===== src/rtl/lane_alu_pkg.sv =====
package lane_alu_pkg;
  localparam int WORD_W = 64;

  typedef enum logic [3:0] {
    OP_ADD    = 4'd0,
    OP_SUB    = 4'd1,
    OP_ADDS   = 4'd2,
    OP_SUBS   = 4'd3,
    OP_ADDUS  = 4'd4,
    OP_SUBUS  = 4'd5,
    OP_MULLO  = 4'd6,
    OP_MULHI  = 4'd7,
    OP_MULHIU = 4'd8,
    OP_CMPEQ  = 4'd9,
    OP_CMPGT  = 4'd10,
    OP_AND    = 4'd11,
    OP_ANDN   = 4'd12,
    OP_OR     = 4'd13,
    OP_XOR    = 4'd14,
    OP_NONE   = 4'd15
  } op_e;

  typedef enum logic [1:0] {
    ARITH_WRAP = 2'd0,
    ARITH_SSAT = 2'd1,
    ARITH_USAT = 2'd2
  } arith_e;
endpackage


===== src/rtl/lane_addsub.sv =====
module lane_addsub
  import lane_alu_pkg::*;
#(
  parameter int LW    = 8,
  parameter int WORDW = 64,
  localparam int NL   = WORDW / LW
) (
  input  logic [WORDW-1:0] a,
  input  logic [WORDW-1:0] b,
  input  logic             sub,
  input  arith_e           mode,
  output logic [WORDW-1:0] sum,
  output logic [NL-1:0]    clamp_hi,
  output logic [NL-1:0]    clamp_lo
);
  // lane result with saturation; ext is LW+2 bits, sign-extended or zero-extended
  function automatic logic [LW+1:0] ext_op(input logic [LW-1:0] v, input logic sgn);
    ext_op = sgn ? {{2{v[LW-1]}}, v} : {2'b00, v};
  endfunction

  genvar g;
  generate
    for (g = 0; g < NL; g++) begin : g_lane
      logic [LW-1:0] la, lb;
      logic [LW+1:0] xa, xb, full;
      logic          sgn;
      logic [LW-1:0] maxv, minv;
      assign la   = a[g*LW +: LW];
      assign lb   = b[g*LW +: LW];
      assign sgn  = (mode == ARITH_SSAT);
      assign xa   = ext_op(la, sgn);
      assign xb   = ext_op(lb, sgn);
      assign full = sub ? (xa - xb) : (xa + xb);
      assign maxv = sgn ? {1'b0, {(LW-1){1'b1}}} : {LW{1'b1}};
      assign minv = sgn ? {1'b1, {(LW-1){1'b0}}} : {LW{1'b0}};
      always_comb begin
        clamp_hi[g] = 1'b0;
        clamp_lo[g] = 1'b0;
        if (mode == ARITH_SSAT) begin
          clamp_hi[g] = !full[LW+1] && (full[LW] || full[LW-1]);
          clamp_lo[g] =  full[LW+1] && !(full[LW] && full[LW-1]);
        end else if (mode == ARITH_USAT) begin
          clamp_hi[g] = !sub && full[LW];
          clamp_lo[g] =  sub && full[LW+1];
        end
        if (clamp_hi[g])      sum[g*LW +: LW] = maxv;
        else if (clamp_lo[g]) sum[g*LW +: LW] = minv;
        else                  sum[g*LW +: LW] = full[LW-1:0];
      end
      // a lane never clamps to both limits at once
      always_comb begin
        assert_one_clamp_R3: assert (!(clamp_hi[g] && clamp_lo[g]));
      end
    end
  endgenerate
endmodule


===== src/rtl/lane_cmp.sv =====
module lane_cmp #(
  parameter int LW    = 8,
  parameter int WORDW = 64,
  localparam int NL   = WORDW / LW
) (
  input  logic [WORDW-1:0] a,
  input  logic [WORDW-1:0] b,
  input  logic             gt,
  output logic [WORDW-1:0] mask
);
  genvar g;
  generate
    for (g = 0; g < NL; g++) begin : g_lane
      logic hit;
      assign hit = gt ? ($signed(a[g*LW +: LW]) > $signed(b[g*LW +: LW]))
                      : (a[g*LW +: LW] == b[g*LW +: LW]);
      assign mask[g*LW +: LW] = {LW{hit}};
    end
  endgenerate
endmodule


===== src/rtl/lane_mul16.sv =====
module lane_mul16 #(
  parameter int WORDW = 64,
  localparam int MW   = 16,
  localparam int NL   = WORDW / MW
) (
  input  logic [WORDW-1:0] a,
  input  logic [WORDW-1:0] b,
  input  logic             hi,
  input  logic             uns,
  output logic [WORDW-1:0] prod
);
  function automatic logic [2*MW-1:0] mul_lane(input logic [MW-1:0] x,
                                               input logic [MW-1:0] y,
                                               input logic u);
    logic [2*MW-1:0] xe, ye;
    xe = u ? {{MW{1'b0}}, x} : {{MW{x[MW-1]}}, x};
    ye = u ? {{MW{1'b0}}, y} : {{MW{y[MW-1]}}, y};
    mul_lane = xe * ye;
  endfunction

  genvar g;
  generate
    for (g = 0; g < NL; g++) begin : g_lane
      logic [2*MW-1:0] p;
      assign p = mul_lane(a[g*MW +: MW], b[g*MW +: MW], uns);
      assign prod[g*MW +: MW] = hi ? p[2*MW-1:MW] : p[MW-1:0];
    end
  endgenerate
endmodule


===== src/rtl/lane_alu.sv =====
module lane_alu
  import lane_alu_pkg::*;
#(
  parameter int WORDW = 64
) (
  input  logic             clk,
  input  logic             rst_n,
  input  logic             go,
  input  logic [3:0]       op,
  input  logic [1:0]       wsel,
  input  logic [WORDW-1:0] a,
  input  logic [WORDW-1:0] b,
  output logic             done,
  output logic [WORDW-1:0] res
);
  localparam int NW = 3;  // number of lane widths
  op_e    opc;
  logic   is_sub;
  arith_e amode;
  logic [WORDW-1:0] as_res [NW];
  logic [WORDW-1:0] cm_res [NW];
  logic [WORDW-1:0] mul_res, nxt;

  assign opc    = op_e'(op);
  assign is_sub = (opc == OP_SUB) || (opc == OP_SUBS) || (opc == OP_SUBUS);
  always_comb begin
    case (opc)
      OP_ADDS, OP_SUBS:   amode = ARITH_SSAT;
      OP_ADDUS, OP_SUBUS: amode = ARITH_USAT;
      default:            amode = ARITH_WRAP;
    endcase
  end

  genvar w;
  generate
    for (w = 0; w < NW; w++) begin : g_width
      localparam int LW = 8 << w;
      logic [WORDW/LW-1:0] chi, clo;
      lane_addsub #(.LW(LW), .WORDW(WORDW)) u_as (
        .a(a), .b(b), .sub(is_sub), .mode(amode),
        .sum(as_res[w]), .clamp_hi(chi), .clamp_lo(clo));
      lane_cmp #(.LW(LW), .WORDW(WORDW)) u_cm (
        .a(a), .b(b), .gt(opc == OP_CMPGT), .mask(cm_res[w]));
    end
  endgenerate

  lane_mul16 #(.WORDW(WORDW)) u_mul (
    .a(a), .b(b), .hi(opc != OP_MULLO), .uns(opc == OP_MULHIU), .prod(mul_res));

  always_comb begin
    nxt = '0;
    case (opc)
      OP_ADD, OP_SUB, OP_ADDS, OP_SUBS, OP_ADDUS, OP_SUBUS:
        if (wsel != 2'd3) nxt = as_res[wsel];
      OP_CMPEQ, OP_CMPGT:
        if (wsel != 2'd3) nxt = cm_res[wsel];
      OP_MULLO, OP_MULHI, OP_MULHIU: nxt = mul_res;
      OP_AND:  nxt = a & b;
      OP_ANDN: nxt = ~a & b;
      OP_OR:   nxt = a | b;
      OP_XOR:  nxt = a ^ b;
      default: nxt = '0;
    endcase
  end

  always_ff @(posedge clk) begin
    if (!rst_n) begin
      done <= 1'b0;
      res  <= '0;
    end else begin
      done <= go;
      if (go) res <= nxt;
    end
  end

  assert_done_follows_go_R9: assert property (@(posedge clk) disable iff (!rst_n)
    go |=> done);
  assert_done_pulse_R9: assert property (@(posedge clk) disable iff (!rst_n)
    !go |=> !done);
  assert_res_hold_R10: assert property (@(posedge clk) disable iff (!rst_n)
    !go |=> $stable(res));
  assert_reserved_width_R1: assert property (@(posedge clk) disable iff (!rst_n)
    (go && wsel == 2'd3 && op <= 4'd5) |=> (res == '0));
  assert_cmp_mask_R7: assert property (@(posedge clk) disable iff (!rst_n)
    (go && wsel == 2'd0 && (op == 4'd9 || op == 4'd10)) |=>
      ((res[7:0] == 8'h00) || (res[7:0] == 8'hFF)));
endmodule


===== config.mk =====
export PLATFORM = sky130hd
export DESIGN_NAME = lane_alu
export DESIGN_NICKNAME = d
export VERILOG_FILES = /design/src/rtl/lane_alu_pkg.sv /design/src/rtl/lane_addsub.sv /design/src/rtl/lane_cmp.sv /design/src/rtl/lane_mul16.sv /design/src/rtl/lane_alu.sv
export SDC_FILE = /design/constraint.sdc
export NUM_CORES = 2
export LEC_CHECK = 0
export BUFFER_PORTS_ARGS = -buffer_cell sky130_fd_sc_hd__clkbuf_2
export CORE_MARGIN = 1
export CORE_UTILIZATION = 30
export DETAILED_ROUTE_END_ITERATION = 8
export PLACE_DENSITY = 0.43
export SETUP_SLACK_MARGIN = 0.3
export SYNTH_ARGS = -nofsm -noshare
export SYNTH_HDL_FRONTEND = slang
export SYNTH_SLANG_ARGS = --single-unit

===== constraint.sdc =====
create_clock -name clk -period 12.06 [get_ports clk]
set_input_delay 0.603 -clock clk [delete_from_list [all_inputs] [get_ports clk]]
set_output_delay 0.603 -clock clk [all_outputs]
set_load 0.01 [all_outputs]

---- Yosys cells after proc, flatten, opt, wreduce, memory -nomap -nowiden ----
Index checks and enable logic that the tools add are counted.
word-level totals
  flip-flop bits (word level) ............. 65
  bits in latches ......................... 0
  bits in writable memories ............... 0
  ROM bits ................................ 0
  input bits .............................. 137
  output and inout bits ................... 65
  logic and storage cells ................. 376
  memories kept ........................... 0
operators by class
  add/sub/neg operators ................... 28
  multipliers ............................. 4
  divide/modulo/power cells ............... 0
  order comparisons ....................... 15
  equal/unequal tests ..................... 32
  shift operators ......................... 0
  muxes and demuxes ....................... 168
  bitwise gates (word level) .............. 6
  reduce and logical (&&, ||, !) cells .... 121
operators by type and width
  operator                                        count
  32-bit two-way mux                              14
  64-bit case mux with 7 select lines             1
  64-bit two-way mux                              6
  64-bit binary-select mux with 2-bit select      2
  10-bit two-way mux                              24
  16-bit two-way mux                              14
  18-bit two-way mux                              12
  34-bit two-way mux                              6
  8-bit two-way mux                               18
  64-bit bitwise AND                              2
  32-bit by 32-bit multiplier with 32-bit output  4
  10-bit adder                                    8
  10-bit subtractor                               8
  18-bit adder                                    4
  18-bit subtractor                               4
  1-bit logical AND                               70
  1-bit two-way mux                               70
  34-bit adder                                    2
  34-bit subtractor                               2
  16-bit equality test                            4
  32-bit equality test                            2
  8-bit equality test                             8
  16-bit > comparator                             4
  32-bit > comparator                             2
  other kinds (21)                                83

---- Logic depth before layout (Yosys ltp) ----
  depth after elaboration ................. 18
  depth in mapped cells ................... 33
  depth with buffers taken out ............ 30

---- By module ----
Synthesis repeated with hierarchy kept, for this count alone.
second synthesis, totals
  cell total of the unflattened synthesis .. 10380
  area total of the unflattened synthesis .. 86620.6 um^2
modules (own cells, without submodules)
  module                         instances  cells an instance  area an instance (um^2)  sequential area each (um^2)
  lane_mul16                     1          5502               51742.1                  0.0
  lane_alu                       1          1390               10644.0                  1301.2
  lane_addsub (g_width[0].u_as)  1          900                6234.7                   0.0
  lane_addsub (g_width[1].u_as)  1          854                5911.9                   0.0
  lane_addsub (g_width[2].u_as)  1          814                5459.0                   0.0
  lane_cmp (g_width[0].u_cm)     1          315                2258.4                   0.0
  lane_cmp (g_width[2].u_cm)     1          303                2207.1                   0.0
  lane_cmp (g_width[1].u_cm)     1          302                2163.3                   0.0

---- Least setup slack after synthesis ----
Ideal clock, no wire load.
  path type ............................... input -> register
  from .................................... in op[0]
  to ...................................... reg res[31]
  library setup time ...................... 0.134 ns
  data arrival time ....................... 8.599 ns
  data required time ...................... 11.926 ns
  slack ................................... 3.327 ns
  stages on the path ...................... 32
  path buffers ............................ 5
  cells stage by stage .................... buf_2 or4b_1 buf_2 buf_2 clkbuf_1 and2_1 clkbuf_1 nand2_1 inv_1 fa_1 fa_1 fa_1 inv_1 fa_1 inv_1 fa_1 inv_1 fa_1 inv_1 fa_1 fa_1 ha_1 a21oi_1 o21a_1 o211ai_1 a2111oi_0 o21ai_0 o21ai_0 a31oi_1 xnor2_1 a2111oi_0 a21oi_1
between the ends
  longest elaborated chain between the ends .. 18
  elaborated cells on any way between the ends .. 106
  classes of those cells .................. 6 x add/sub; 1 x mul; 17 x eq/ne; 49 x mux; 33 x reduce/logical
ends and longest elaborated chain
  element                                                                 RTL line                                        source
  start, declared                                                         lane_alu.sv:9                                   input logic [3:0] op,
  4-bit by 3-bit equality test with 1-bit output (tied with other cells)  lane_alu.sv:25, lane_alu.sv:27, lane_alu.sv:52
  2-bit OR reduction                                                      lane_alu.sv:27                                  case (opc)
  2-bit case mux with 2 select lines                                      lane_alu.sv:27
  2-bit by 1-bit equality test with 1-bit output                          lane_addsub.sv:30, lane_addsub.sv:39
  34-bit two-way mux (tied with other cells)                              lane_addsub.sv:18                               ext_op = sgn ? {{2{v[LW-1]}}, v} : {2'b00, v};
  34-bit adder (tied with other cells)                                    lane_addsub.sv:33                               assign full = sub ? (xa - xb) : (xa + xb);
  34-bit two-way mux (tied with other cells)                              lane_addsub.sv:33
  1-bit logical AND                                                       lane_addsub.sv:41                               clamp_lo[g] = full[LW+1] && !(full[LW] && full[LW-1]);
  1-bit zero test                                                         lane_addsub.sv:41
  1-bit logical AND                                                       lane_addsub.sv:41
  1-bit two-way mux                                                       lane_addsub.sv:39                               if (mode == ARITH_SSAT) begin
  32-bit two-way mux (tied with other cells)                              lane_addsub.sv:47                               else if (clamp_lo[g]) sum[g*LW +: LW] = minv;
  32-bit two-way mux (tied with other cells)                              lane_addsub.sv:46                               if (clamp_hi[g]) sum[g*LW +: LW] = maxv;
  64-bit binary-select mux with 2-bit select                              lane_alu.sv:54                                  if (wsel != 2'd3) nxt = as_res[wsel];
  64-bit two-way mux (not written as such) (2 in a row)                   lane_alu.sv:54
  64-bit two-way mux                                                      lane_alu.sv:54
  64-bit case mux with 7 select lines (*)                                 lane_alu.sv:52                                  case (opc)
  end signal, assigned                                                    lane_alu.sv:72                                  if (go) res <= nxt;
  end, declared                                                           lane_alu.sv:14                                  output logic [WORDW-1:0] res
Mark *: on every way between the ends. The rest lies on a longest branch, timed or not. The select of a mux whose other input is x is not followed.
A chain may end at the register's enable or synchronous reset.

---- Worst setup path in the final report ----
  from .................................... in op[2]
  to ...................................... reg res[31]
The elaborated chain is that of the path after synthesis.

==> run_results.csv <==
group,metric,value,unit
setup_path,worstSetupPathType,"in -> reg",
synthesis,ys_seq_area_frac,0.0183,
routing,firstDrtPassIters,6,
routing,dr.first_iter.drc_count,4801,
routing,wirelength,302000,um
routing,wl_met2,139000,um
setup_path,cp-start-kind,"primary input",
setup_path,arrival,9.90,ns
synthesis,syn_area,71300,um2
clocking,clk-insertion-delay-late,0.40,ns
grt,first_global_vias,64600,
sta,max_freq,104,MHz
worst_hold_path,min_path_type,"reg -> reg",
clocking,clock_path_buffers,2,
sta,skew,0,ns
synthesis,yosys_register_bits,65,
sta,slew_violations,0,
routing,ant_nets,0,
routing,drt-wirelength-per-cell,25.7,um
floorplan,core,236000,um2
final_layout,final_layout_size_suffix_gt1_frac,0.0573,
sta,min_period,9.63,ns
synthesis,syn_nets,10900,
floorplan,io_pins,202,
place,io_buffers,201,
synthesis,yosys.area.top_type_share,0.377,
clocking,root_buffer,"clkbuf_16",
setup_path,critPathRequiredTime,12.34,ns
grt,grt.overflow.total,0,
final_layout,nFillCells,25400,
clocking,cts_buffers,9,
run,cap_violations,0,
setup_path,cp_slowest_cell,"or4b_2",
synthesis,async_reset_ff_frac,0,
synthesis,synth_area_leaders,"fa_1 (38%), ha_1 (15%), inv_1 (8.4%)",
place,gp_congestion,0.940,
sta,relSlewSlack,0.221,
floorplan,start_util,0.302,
final_layout,fin_area,76300,um2
routing,wl_met3,17200,um
floorplan,die_area,239000,um2
synthesis,synth-edff-count,0,
final_layout,nets,10900,
sta,setup_viol,0,
grt,antenna_found_initial,10,
setup_path,crit_path_max_fanout,16,
final_layout,utilization,0.324,
setup_path,cpPeakStageDelay,0.75,ns
setup_path,cpMostUsedCell,"fa_1",
routing,wl_met1,136000,um
floorplan,die_h,489,um
place,placedCellCount,11700,
synthesis,yosys.area.top_type,"fa_1",
clocking,clock_sinks,65,
grt,track_usage,0.254,
synthesis,syn_avg_cell_area,8.29,um2
synthesis,ys_warn_count,0,
clocking,cts_resized,0,
routing,top_layer_used,"met5",
place,placed_area,75900,um2
clocking,tritoncts,"done",
setup_path,cp-end-kind,"flop",
clocking,clk_pin_slew_worst_paths,0.08,ns
grt,grt_max_degree,59,
clocking,cts_hold_buf,0,
routing,vias,61400,
place,place_hpwl,240000,um
routing,viasPerCell,5.23,
grt,grt_pass1_wl,445000,um
synthesis,synth_top_flop_cell,"dfxtp_1",
clocking,cts_max_level,3,
sta,max_slew.worst_pin.slew,1.17,ns
clocking,postCtsSetupRepairBufs,0,
sta,finalHoldViolCount,0,
sta,fin_crit_sh,0.798,
synthesis,synth_cells,8592,
final_layout,layout.cells.non_filler,11700,
synthesis,synth_cell_types,124,
floorplan,rows,178,
floorplan,die_w,489,um
sta,rsz0062_at_grt,"false",
routing,drcViolationCount,0,
sta,setup_tns,0,ns
status,status,"finished, final reports clean",
final_layout,area_growth,7.04,%
flip-flops by register name, summed over array words and instances (netlist names):
| register | cells |
|---|---|
| done | 1 |
| res | 64 |
per-layer routing:
| metal | vias up | GRT usage |
|---|---|---|
| met1 | 31700 | 0.349 |
| met2 | 2055 | 0.416 |
| met3 | 393 | 0.0259 |
| li1 | 27300 | - |
| met4 | 4 | 0.0825 |
| met5 | - | 0 |
worst max-delay path: cells and delay by family:
| family | cells | cell delay [ns] |
|---|---|---|
| buffers and inverters | 7 | 0.88 |
| XOR/XNOR | 1 | 0.17 |
| AO/OA/AOI/OAI | 9 | 2.64 |
| AND/OR/NAND/NOR | 3 | 1.30 |
| adder cells (fa/ha/maj) | 9 | 4.27 |
cells by family (layout without fill, tap and decap cells):
group / after synthesis / count (layout) / synth area share
muxes: 23 / 23 / 0.00348
AOI/OAI and AO/OA: 1466 / 1466 / 0.134
xor gates and xnor gates: 580 / 580 / 0.0719
DFF: 65 / 65 / 0.0183
and+or+nand+nor: 2241 / 2241 / 0.138
adders and majority gates: 2196 / 2196 / 0.527
buffers and inverters: 2021 / 2016 / 0.107
other: 0 / 11 / 0
area by class of cell:
| class | count | area (um2) | share of cell area |
|---|---|---|---|
| Tap cell | 3150 | 3940 | 0.0517 |
| Timing Repair Buffer | 345 | 2090 | 0.0274 |
| Clock buffer | 11 | 243 | 0.00318 |
| Sequential cell | 65 | 1300 | 0.0171 |
| Multi-Input combinational cell | 6506 | 62400 | 0.818 |
| Inverter | 1655 | 6210 | 0.0814 |
| Clock inverter | 5 | 55.1 | 0.000722 |
| Antenna cell | 11 | 27.5 | 0.000361 |
metrics by stage:
| step | setup WS [ns] | hold WS, ns |
|---|---|---|
| 2_1_floorplan | 3.33 | 0.484 |
| 3_3_place_gp | 2.17 | 0.473 |
| 3_5_place_dp | 2.06 | 0.474 |
| 4_1_cts | 2.45 | 0.496 |
| 5_1_grt | 1.76 | 0.520 |
| 6_report | 2.43 | 0.506 |
cell usage after synthesis (18+ instances only):
master and instances:
a21oi_1 399, buf_1 57, and2_1 31, clkinv_1 27
inv_2 24, o211ai_1 48, inv_1 1604, or3_1 27
o21a_1 54, o31ai_1 32, xor2_1 109, o21bai_1 25
o22ai_1 18, xnor2_1 467, nor3_1 75, o21ai_0 335
buf_2 26, a21o_1 109, nor2b_1 73, dfxtp_1 65
fa_1 1341, nand2b_1 59, a211o_1 25, a211oi_1 57
or2_2 19, and3_1 50, a221oi_1 18, nand2_1 814
a31oi_1 107, nand3_1 101, nor2_1 877, clkbuf_1 277
ha_1 855, mux2i_1 18
layout by cell type, fill, tap and decap left out, types with 16 or more instances in the layout:
master	synthesis	final
inv_1	1604	1604
nor2b_1	73	72
a211o_1	25	25
o21a_1	54	54
fa_1	1341	1341
a211oi_1	57	57
o31ai_1	32	32
and3_1	50	50
dfxtp_1	65	65
nand3_1	101	100
o22ai_1	18	18
a21o_1	109	109
xnor2_1	467	467
and2_1	31	30
nor2_1	877	872
xor2_1	109	109
nor3_1	75	72
inv_2	24	24
nor4_1	17	17
buf_4	2	144
a31oi_1	107	107
or2_2	19	19
o21bai_1	25	25
ha_1	855	855
o211ai_1	48	48
or4_1	16	16
nand2_1	814	810
clkbuf_2	1	201
a311oi_1	16	16
nand4_1	17	17
o21ai_0	335	333
a2111oi_0	17	17
nand2b_1	59	59
a221oi_1	18	18
mux2i_1	18	18
clkinv_1	27	27
or3_1	27	27
a21oi_1	399	398
path summary, 6_finish.rpt:
check	endpoint	depth (start not counted)	from	slack, ns
min reg2reg	res[51]$_SDFFE_PN0P_	1	res[51]$_SDFFE_PN0P_	0.51
min	res[51]$_SDFFE_PN0P_	1	res[51]$_SDFFE_PN0P_	0.51
max	res[31]$_SDFFE_PN0P_	29	op[2]	2.43
max reg2reg	res[63]$_SDFFE_PN0P_	4	res[63]$_SDFFE_PN0P_	10.18
Power is not shown: default switching activity piles up to over one toggle a cycle in this logic, so the estimate is an artifact.
